**src/rtl/pkt_rx_pkg.sv**
```systemverilog
package pkt_rx_pkg;

    typedef enum logic [1:0] {
        RX_IDLE  = 2'd0,
        RX_ARMED = 2'd1,
        RX_SHIFT = 2'd2,
        RX_STORE = 2'd3
    } rx_state_e;

    // port offsets above the base address
    localparam int OFS_CTRL = 0;
    localparam int OFS_POP  = 1;
    localparam int OFS_LO   = 2;
    localparam int OFS_HI   = 3;
    localparam int OFS_STAT = 4;

    // status bit positions
    localparam int ST_EN    = 0;
    localparam int ST_EMPTY = 1;
    localparam int ST_FULL  = 2;
    localparam int ST_OVR   = 3;
    localparam int ST_UDF   = 4;
    localparam int ST_CNT   = 5;

endpackage

```
**src/rtl/pkt_rx_dec.sv**
```systemverilog
module pkt_rx_dec #(
    parameter int          ADDR_W    = 8,
    parameter logic [7:0]  BASE_ADDR = 8'h40
) (
    input  logic [ADDR_W-1:0] addr,
    input  logic              wr,
    input  logic              rd,
    output logic              ctrl_wr,
    output logic              pop_rd,
    output logic              lo_rd,
    output logic              hi_rd,
    output logic              stat_rd
);
    import pkt_rx_pkg::*;

    localparam logic [ADDR_W-1:0] A_BASE = ADDR_W'(BASE_ADDR);
    localparam logic [ADDR_W-1:0] A_CTRL = A_BASE + ADDR_W'(OFS_CTRL);
    localparam logic [ADDR_W-1:0] A_POP  = A_BASE + ADDR_W'(OFS_POP);
    localparam logic [ADDR_W-1:0] A_LO   = A_BASE + ADDR_W'(OFS_LO);
    localparam logic [ADDR_W-1:0] A_HI   = A_BASE + ADDR_W'(OFS_HI);
    localparam logic [ADDR_W-1:0] A_STAT = A_BASE + ADDR_W'(OFS_STAT);

    always_comb begin
        ctrl_wr = wr && (addr == A_CTRL);
        pop_rd  = rd && (addr == A_POP);
        lo_rd   = rd && (addr == A_LO);
        hi_rd   = rd && (addr == A_HI);
        stat_rd = rd && (addr == A_STAT);
    end

endmodule

```
**src/rtl/pkt_rx_fifo.sv**
```systemverilog
module pkt_rx_fifo #(
    parameter int W     = 32,
    parameter int DEPTH = 4,
    localparam int PTR_W = (DEPTH > 1) ? $clog2(DEPTH) : 1,
    localparam int CNT_W = $clog2(DEPTH + 1)
) (
    input  logic             clk,
    input  logic             rst_n,
    input  logic             push,
    input  logic [W-1:0]     din,
    input  logic             pop,
    output logic [W-1:0]     head,
    output logic [CNT_W-1:0] count,
    output logic             full,
    output logic             empty
);

    localparam logic [PTR_W-1:0] LAST = PTR_W'(DEPTH - 1);

    logic [W-1:0]     mem [DEPTH];
    logic [PTR_W-1:0] wr_ptr, rd_ptr;
    logic [CNT_W-1:0] cnt_q;

    function automatic logic [PTR_W-1:0] inc_ptr(input logic [PTR_W-1:0] p);
        return (p == LAST) ? '0 : p + 1'b1;
    endfunction

    always_ff @(posedge clk) begin
        if (push) mem[wr_ptr] <= din;
    end

    always_ff @(posedge clk) begin
        if (!rst_n) begin
            wr_ptr <= '0;
            rd_ptr <= '0;
            cnt_q  <= '0;
        end else begin
            if (push) wr_ptr <= inc_ptr(wr_ptr);
            if (pop)  rd_ptr <= inc_ptr(rd_ptr);
            unique case ({push, pop})
                2'b10:   cnt_q <= cnt_q + 1'b1;
                2'b01:   cnt_q <= cnt_q - 1'b1;
                default: cnt_q <= cnt_q;
            endcase
        end
    end

    always_comb begin
        head  = mem[rd_ptr];
        count = cnt_q;
        full  = (cnt_q == CNT_W'(DEPTH));
        empty = (cnt_q == '0);
    end

    // the queue is never popped while empty
    assert_no_pop_empty_R4: assert property (@(posedge clk) disable iff (!rst_n)
        pop |-> !empty);

    // a push into a full queue only happens alongside a pop
    assert_no_overflow_R5: assert property (@(posedge clk) disable iff (!rst_n)
        (push && full) |-> pop);

    // the count stays within the depth
    assert_count_range_R4: assert property (@(posedge clk) disable iff (!rst_n)
        cnt_q <= CNT_W'(DEPTH));

endmodule

```
**src/rtl/pkt_rx_deser.sv**
```systemverilog
module pkt_rx_deser #(
    parameter int W = 32,
    localparam int BCNT_W = $clog2(W)
) (
    input  logic         clk,
    input  logic         rst_n,
    input  logic         en,
    input  logic         start,
    input  logic         bit_vld,
    input  logic         rxd,
    input  logic         space,
    output logic         push,
    output logic         drop,
    output logic [W-1:0] word
);
    import pkt_rx_pkg::*;

    localparam logic [BCNT_W-1:0] LAST_BIT = BCNT_W'(W - 1);

    rx_state_e         state_q, state_d;
    logic [W-1:0]      shreg_q;
    logic [BCNT_W-1:0] bitcnt_q;

    // state register
    always_ff @(posedge clk) begin
        if (!rst_n) state_q <= RX_IDLE;
        else        state_q <= state_d;
    end

    // next state and outputs
    always_comb begin
        state_d = state_q;
        push    = 1'b0;
        drop    = 1'b0;
        if (!en) begin
            state_d = RX_IDLE;
        end else begin
            unique case (state_q)
                RX_IDLE:  state_d = RX_ARMED;
                RX_ARMED: if (start) state_d = RX_SHIFT;
                RX_SHIFT: if (bit_vld && bitcnt_q == LAST_BIT) state_d = RX_STORE;
                RX_STORE: begin
                    if (space) begin
                        push    = 1'b1;
                        state_d = RX_ARMED;
                    end else if (bit_vld) begin
                        drop    = 1'b1;
                        state_d = RX_ARMED;
                    end
                end
            endcase
        end
    end

    // bit assembly, least significant bit first
    always_ff @(posedge clk) begin
        if (!rst_n) begin
            shreg_q  <= '0;
            bitcnt_q <= '0;
        end else if (en) begin
            if (state_q == RX_ARMED && start) begin
                bitcnt_q <= '0;
            end else if (state_q == RX_SHIFT && bit_vld) begin
                shreg_q  <= {rxd, shreg_q[W-1:1]};
                bitcnt_q <= bitcnt_q + 1'b1;
            end
        end
    end

    assign word = shreg_q;

    // clearing the enable always returns the controller to IDLE
    assert_idle_when_off_R11: assert property (@(posedge clk) disable iff (!rst_n)
        !en |=> (state_q == RX_IDLE));

    // a start seen while armed opens a packet with a cleared bit count
    assert_start_opens_R3: assert property (@(posedge clk) disable iff (!rst_n)
        (en && state_q == RX_ARMED && start) |=> (state_q == RX_SHIFT && bitcnt_q == '0));

    // a discard never coincides with a write
    assert_drop_xor_push_R6: assert property (@(posedge clk) disable iff (!rst_n)
        !(push && drop));

endmodule

```
**src/rtl/pkt_rx_top.sv**
```systemverilog
module pkt_rx_top #(
    parameter int         ADDR_W    = 8,
    parameter logic [7:0] BASE_ADDR = 8'h40,
    parameter int         HALF_W    = 16,
    parameter int         DEPTH     = 4
) (
    input  logic              clk,
    input  logic              rst_n,
    input  logic [ADDR_W-1:0] port_addr_i,
    input  logic              port_wr_i,
    input  logic              port_rd_i,
    input  logic [HALF_W-1:0] port_din_i,
    output logic [HALF_W-1:0] port_dout_o,
    input  logic              rxd_i,
    input  logic              rx_start_i,
    input  logic              rx_bit_vld_i,
    output logic              tx_rx_o,
    output logic              fifo_wr_o,
    output logic              fifo_full_o,
    output logic              fifo_empty_o,
    output logic              overrun_o,
    output logic              underflow_o
);
    import pkt_rx_pkg::*;

    localparam int WORD_W = 2 * HALF_W;
    localparam int CNT_W  = $clog2(DEPTH + 1);

    logic              ctrl_wr, pop_rd, lo_rd, hi_rd, stat_rd;
    logic              en_q, ovr_q, udf_q;
    logic              push, drop, pop, space;
    logic              full, empty;
    logic [CNT_W-1:0]  count;
    logic [WORD_W-1:0] word, head, hold_q;
    logic [HALF_W-1:0] status;

    pkt_rx_dec #(.ADDR_W(ADDR_W), .BASE_ADDR(BASE_ADDR)) u_dec (
        .addr    (port_addr_i),
        .wr      (port_wr_i),
        .rd      (port_rd_i),
        .ctrl_wr (ctrl_wr),
        .pop_rd  (pop_rd),
        .lo_rd   (lo_rd),
        .hi_rd   (hi_rd),
        .stat_rd (stat_rd)
    );

    assign pop   = pop_rd && !empty;
    assign space = !full || pop;

    pkt_rx_deser #(.W(WORD_W)) u_deser (
        .clk     (clk),
        .rst_n   (rst_n),
        .en      (en_q),
        .start   (rx_start_i),
        .bit_vld (rx_bit_vld_i),
        .rxd     (rxd_i),
        .space   (space),
        .push    (push),
        .drop    (drop),
        .word    (word)
    );

    pkt_rx_fifo #(.W(WORD_W), .DEPTH(DEPTH)) u_fifo (
        .clk   (clk),
        .rst_n (rst_n),
        .push  (push),
        .din   (word),
        .pop   (pop),
        .head  (head),
        .count (count),
        .full  (full),
        .empty (empty)
    );

    always_ff @(posedge clk) begin
        if (!rst_n) begin
            en_q   <= 1'b0;
            ovr_q  <= 1'b0;
            udf_q  <= 1'b0;
            hold_q <= '0;
        end else begin
            if (ctrl_wr)          en_q   <= port_din_i[0];
            if (drop)             ovr_q  <= 1'b1;
            if (pop_rd && empty)  udf_q  <= 1'b1;
            if (pop)              hold_q <= head;
        end
    end

    always_comb begin
        status           = '0;
        status[ST_EN]    = en_q;
        status[ST_EMPTY] = empty;
        status[ST_FULL]  = full;
        status[ST_OVR]   = ovr_q;
        status[ST_UDF]   = udf_q;
        status[ST_CNT +: CNT_W] = count;
    end

    always_comb begin
        port_dout_o = '0;
        if (lo_rd)        port_dout_o = hold_q[HALF_W-1:0];
        else if (hi_rd)   port_dout_o = hold_q[WORD_W-1:HALF_W];
        else if (stat_rd) port_dout_o = status;
    end

    assign tx_rx_o      = en_q;
    assign fifo_wr_o    = push;
    assign fifo_full_o  = full;
    assign fifo_empty_o = empty;
    assign overrun_o    = ovr_q;
    assign underflow_o  = udf_q;

    // the holding register changes only after a successful fetch
    assert_hold_stable_R7: assert property (@(posedge clk) disable iff (!rst_n)
        !$past(pop) |-> $stable(hold_q));

    // underflow is sticky
    assert_underflow_sticky_R8: assert property (@(posedge clk) disable iff (!rst_n)
        $past(udf_q) |-> udf_q);

    // overrun is sticky
    assert_overrun_sticky_R6: assert property (@(posedge clk) disable iff (!rst_n)
        $past(ovr_q) |-> ovr_q);

    // nothing is queued while reception is off
    assert_no_write_when_off_R2: assert property (@(posedge clk) disable iff (!rst_n)
        !en_q |-> !fifo_wr_o);

endmodule

```
**config.mk**
```make
export PLATFORM = sky130hd
export DESIGN_NAME = pkt_rx_top
export DESIGN_NICKNAME = d
export VERILOG_FILES = /design/src/rtl/pkt_rx_pkg.sv /design/src/rtl/pkt_rx_dec.sv /design/src/rtl/pkt_rx_fifo.sv /design/src/rtl/pkt_rx_deser.sv /design/src/rtl/pkt_rx_top.sv
export SDC_FILE = /design/constraint.sdc
export NUM_CORES = 1
export LEC_CHECK = 0
export CAP_MARGIN = 25
export CELL_PAD_IN_SITES_DETAIL_PLACEMENT = 1
export CELL_PAD_IN_SITES_GLOBAL_PLACEMENT = 2
export CORE_MARGIN = 4
export CORE_UTILIZATION = 38
export DETAILED_ROUTE_END_ITERATION = 10
export PLACE_DENSITY = 0.83
export SYNTH_ARGS = -nofsm -noshare
export SYNTH_HDL_FRONTEND = slang
export SYNTH_HIERARCHICAL = 1
export SYNTH_SLANG_ARGS = --single-unit
```
**constraint.sdc**
```tcl
create_clock -name clk -period 3 [get_ports clk]
set_input_delay 0.45 -clock clk [delete_from_list [all_inputs] [get_ports clk]]
set_output_delay 0.45 -clock clk [all_outputs]
set_load 0.1 [all_outputs]
```
==> impl_results.md <==
- Starting DRT DRC Count: 521
- Post-Synthesis Cells: 627
- Critical Path End Type: output pin
- Clk buf depth: 3
- Min-Delay Path Class: reg -> reg
- Fmax: 345 MHz
- IO Pins: 53
- Slew @ Worst Pin: 629 ps
- Worst vdd ir: 0.000325 V
- Number of synthesized flops with an enable pin: 128
- WL per Instance: 20.6 um
- FFs w/ async S/R, synth: 0%
- Hold_buf cts: 0
- MaxCap Viol Count: 0
- Via count: 5300
- Reg2reg start: u_fifo/count[2]
- Fin crit share: 96.7%
- Vias in the first global route: 5692
- Largest net degree at the start of global routing: 43
- Unrepaired setup endpoints after global routing: false
- Pins over their slew limit: 0
- Routed Antenna Nets: 0
- Crit path max fanout: 7
- Synth-to-Final Area Change: 22.8%
- Most used DFF post-synth: edfxtp_1
- Die X: 158 um
- Hold_sp: hold_q[25]
- WS Path Type: in -> out
- Tmin final: 2900 ps
- CTS tree: done
- CP startpoint: port_addr_i[7]
- Sequential cell area fraction in the yosys report: 64.0%
- Synth unique cells: 49
- Grt total ovfl: 0
- Yosys warnings: 6
- Gp weighted congestion: 0.779
- Die height: 158 um
- CTS buffer count: 23
- CTS HTree Levels: 1
- Finished Cell Area: 10600 um2
- Post-synth top area cell: edfxtp_1
- Final Total Pwr: 0.00568 W
- Final Skew: 8.22 ps
- Critical path required time: 2550 ps
- Clk_lat worst skew: 490 ps
- Slowest cell on the critical path: or4b_4
- CP Data Arrival Time: 2450 ps
- LEAKAGE: 3.69 nW
- Final setup fails: 0
- PwrDens: 538 nW/um2
- Flop and latch count out of synthesis: 211
- Worst-path cell chain: dlygate4sd2_1 > or4b_4 > nor4_4 > nor2b_1 > buf_6 > a221oi_4 > buf_4 > a21oi_4 > buf_12
- N_diodes: 0
- Dpl cell area: 9730 um2
- Antenna violations before repair: 1
- Avg Inst Size Synth: 13.7 um2
- Row count: 54
- Run status: complete, no violations
- Worst-path clk slew: 60 ps
- CP Buf/Inv Count: 4
- Final hold viol count: 0
- Share of layout cells above drive strength 1: 28.8%
- GR Util All Layers: 16.8%
- DRC violations left: 0
- First-pass GRT wire length: 32.7 mm
- Commonest non-fill, non-tap cell in the layout: edfxtp_1
- Die footprint: 25100 um2
- IO buf count: 37
- Top delay family on crit path: simple AND/OR/NAND/NOR gates
- Critical Path Source Type: primary input
- Largest cells by area after synthesis: edfxtp_1, dfxtp_1, mux4_2
- Crit-path max cell delay: 580 ps
- Post-Syn Area: 8600 um2
- DRT Pass-1 Iters: 4
- Worst relative slew slack: 58.0%
- Clk sinks: 211
- Final Net Count: 733
- Via/cell ratio: 5.38
- Area of the core: 22000 um2
- Most frequent cells in the layout: edfxtp_1, nand2_1, dfxtp_1, o21ai_0, a21oi_1
- Post-DP HPWL: 13.3 mm
- Root buffer cell: clkbuf_16
- Total wire length: 20.3 mm
- Top cell type's share of synthesized area: 44.7%
- Syn Nets: 670
- Starting Density: 39.0%
[metal layers]
layer	vias up	part of all wire (%)	global-route usage (%)	routed length, um
li1	2459	-	-	-
met1	2680	43	22.6	8840
met2	139	50	29.0	10200
met3	22	5.0	2.69	1020
met4	0	1.3	3.33	264
met5	-	0	0	0
[final cells by class]
| type | count | area (um2) |
|---|---|---|
| inverter | 19 | 78.8 |
| fill | 2174 | 11500 |
| clock buffer | 26 | 587 |
| timing repair buffer | 77 | 972 |
| sequential | 211 | 5510 |
| multi-input combinational | 358 | 2960 |
| tap | 280 | 350 |
| clock inverter | 15 | 100 |
[final timing paths]
check | to | slack [ps] | depth (start not counted)
worst min-delay path | hold_q[25] | 470 | 2
worst max register to register | u_fifo/count[2] | 580 | 11
worst max-delay path | port_dout_o[2] | 100 | 9
worst min register to register | hold_q[25] | 470 | 2
[tightest hold or removal path, delay by kind of cell, from the launching register on]
kind,cells,cell delay [ps]
flops,1,310
simple gates,1,50
compound gates,1,60
[logic make-up (layout without fill, tap and decap cells)]
kind of cell	Yosys count	after routing	synth area share, %
flops	211	211	64.0
simple gates	164	164	9.34
compound gates	144	144	11.4
buf+inv	58	137	4.25
mux	36	36	8.95
fa+ha+maj	12	12	1.83
xor+xnor	2	2	0.204
[sequential cells by signal, indices dropped and copies added (netlist names), named ones only]
signal / cells
u_deser/bitcnt_q: 5
u_fifo/wr_ptr: 2
u_fifo/rd_ptr: 2
u_deser/word: 32
u_fifo/count: 3
u_deser/state_q: 2
u_fifo/mem: 128
underflow_o: 1
hold_q: 32
overrun_o: 1
tx_rx_o: 1
[where the power goes]
| part | internal [W] | switching (W) | leakage, nW |
|---|---|---|---|
| combinational | 0.0000342 | 0.0000349 | 1.20 |
| sequential | 0.00304 | 0.00000120 | 2.15 |
| clock | 0.00149 | 0.00108 | 0.337 |
| total | 0.00456 | 0.00112 | 3.69 |
[through the flow]
stage                     cells  hold slack (ps)  util [%]  setup slack (ps)  setup TNS [ps]
final                       986              467      47.9              97.8               0
after global routing        986              488      47.9              20.4               0
after CTS                   986              469      47.9               102               0
after detailed placement    941              460      44.2              -276           -7970
after global placement      941              457      44.2              -171           -1230
after floorplan             627              444         -              -355           -1140
[repair_timing]
item,4_1_cts,5_1_grt
buffers inserted,2,0
endpoints found under the setup margin,17,1
pin swaps,5,0
resized for setup,24,2
gates cloned,2,0
[synth_stat cells (7+ instances only)]
cell / count
nand3_1: 35
ha_1: 11
edfxtp_1: 128
a21oi_1: 46
buf_6: 10
and2_1: 7
mux4_2: 30
nor2b_1: 8
nand2_1: 88
inv_1: 17
a221oi_1: 7
o21ai_0: 47
dfxtp_1: 83
buf_2: 10
clkbuf_1: 15
a21boi_2: 30
Power figures use the tool's default switching activity.
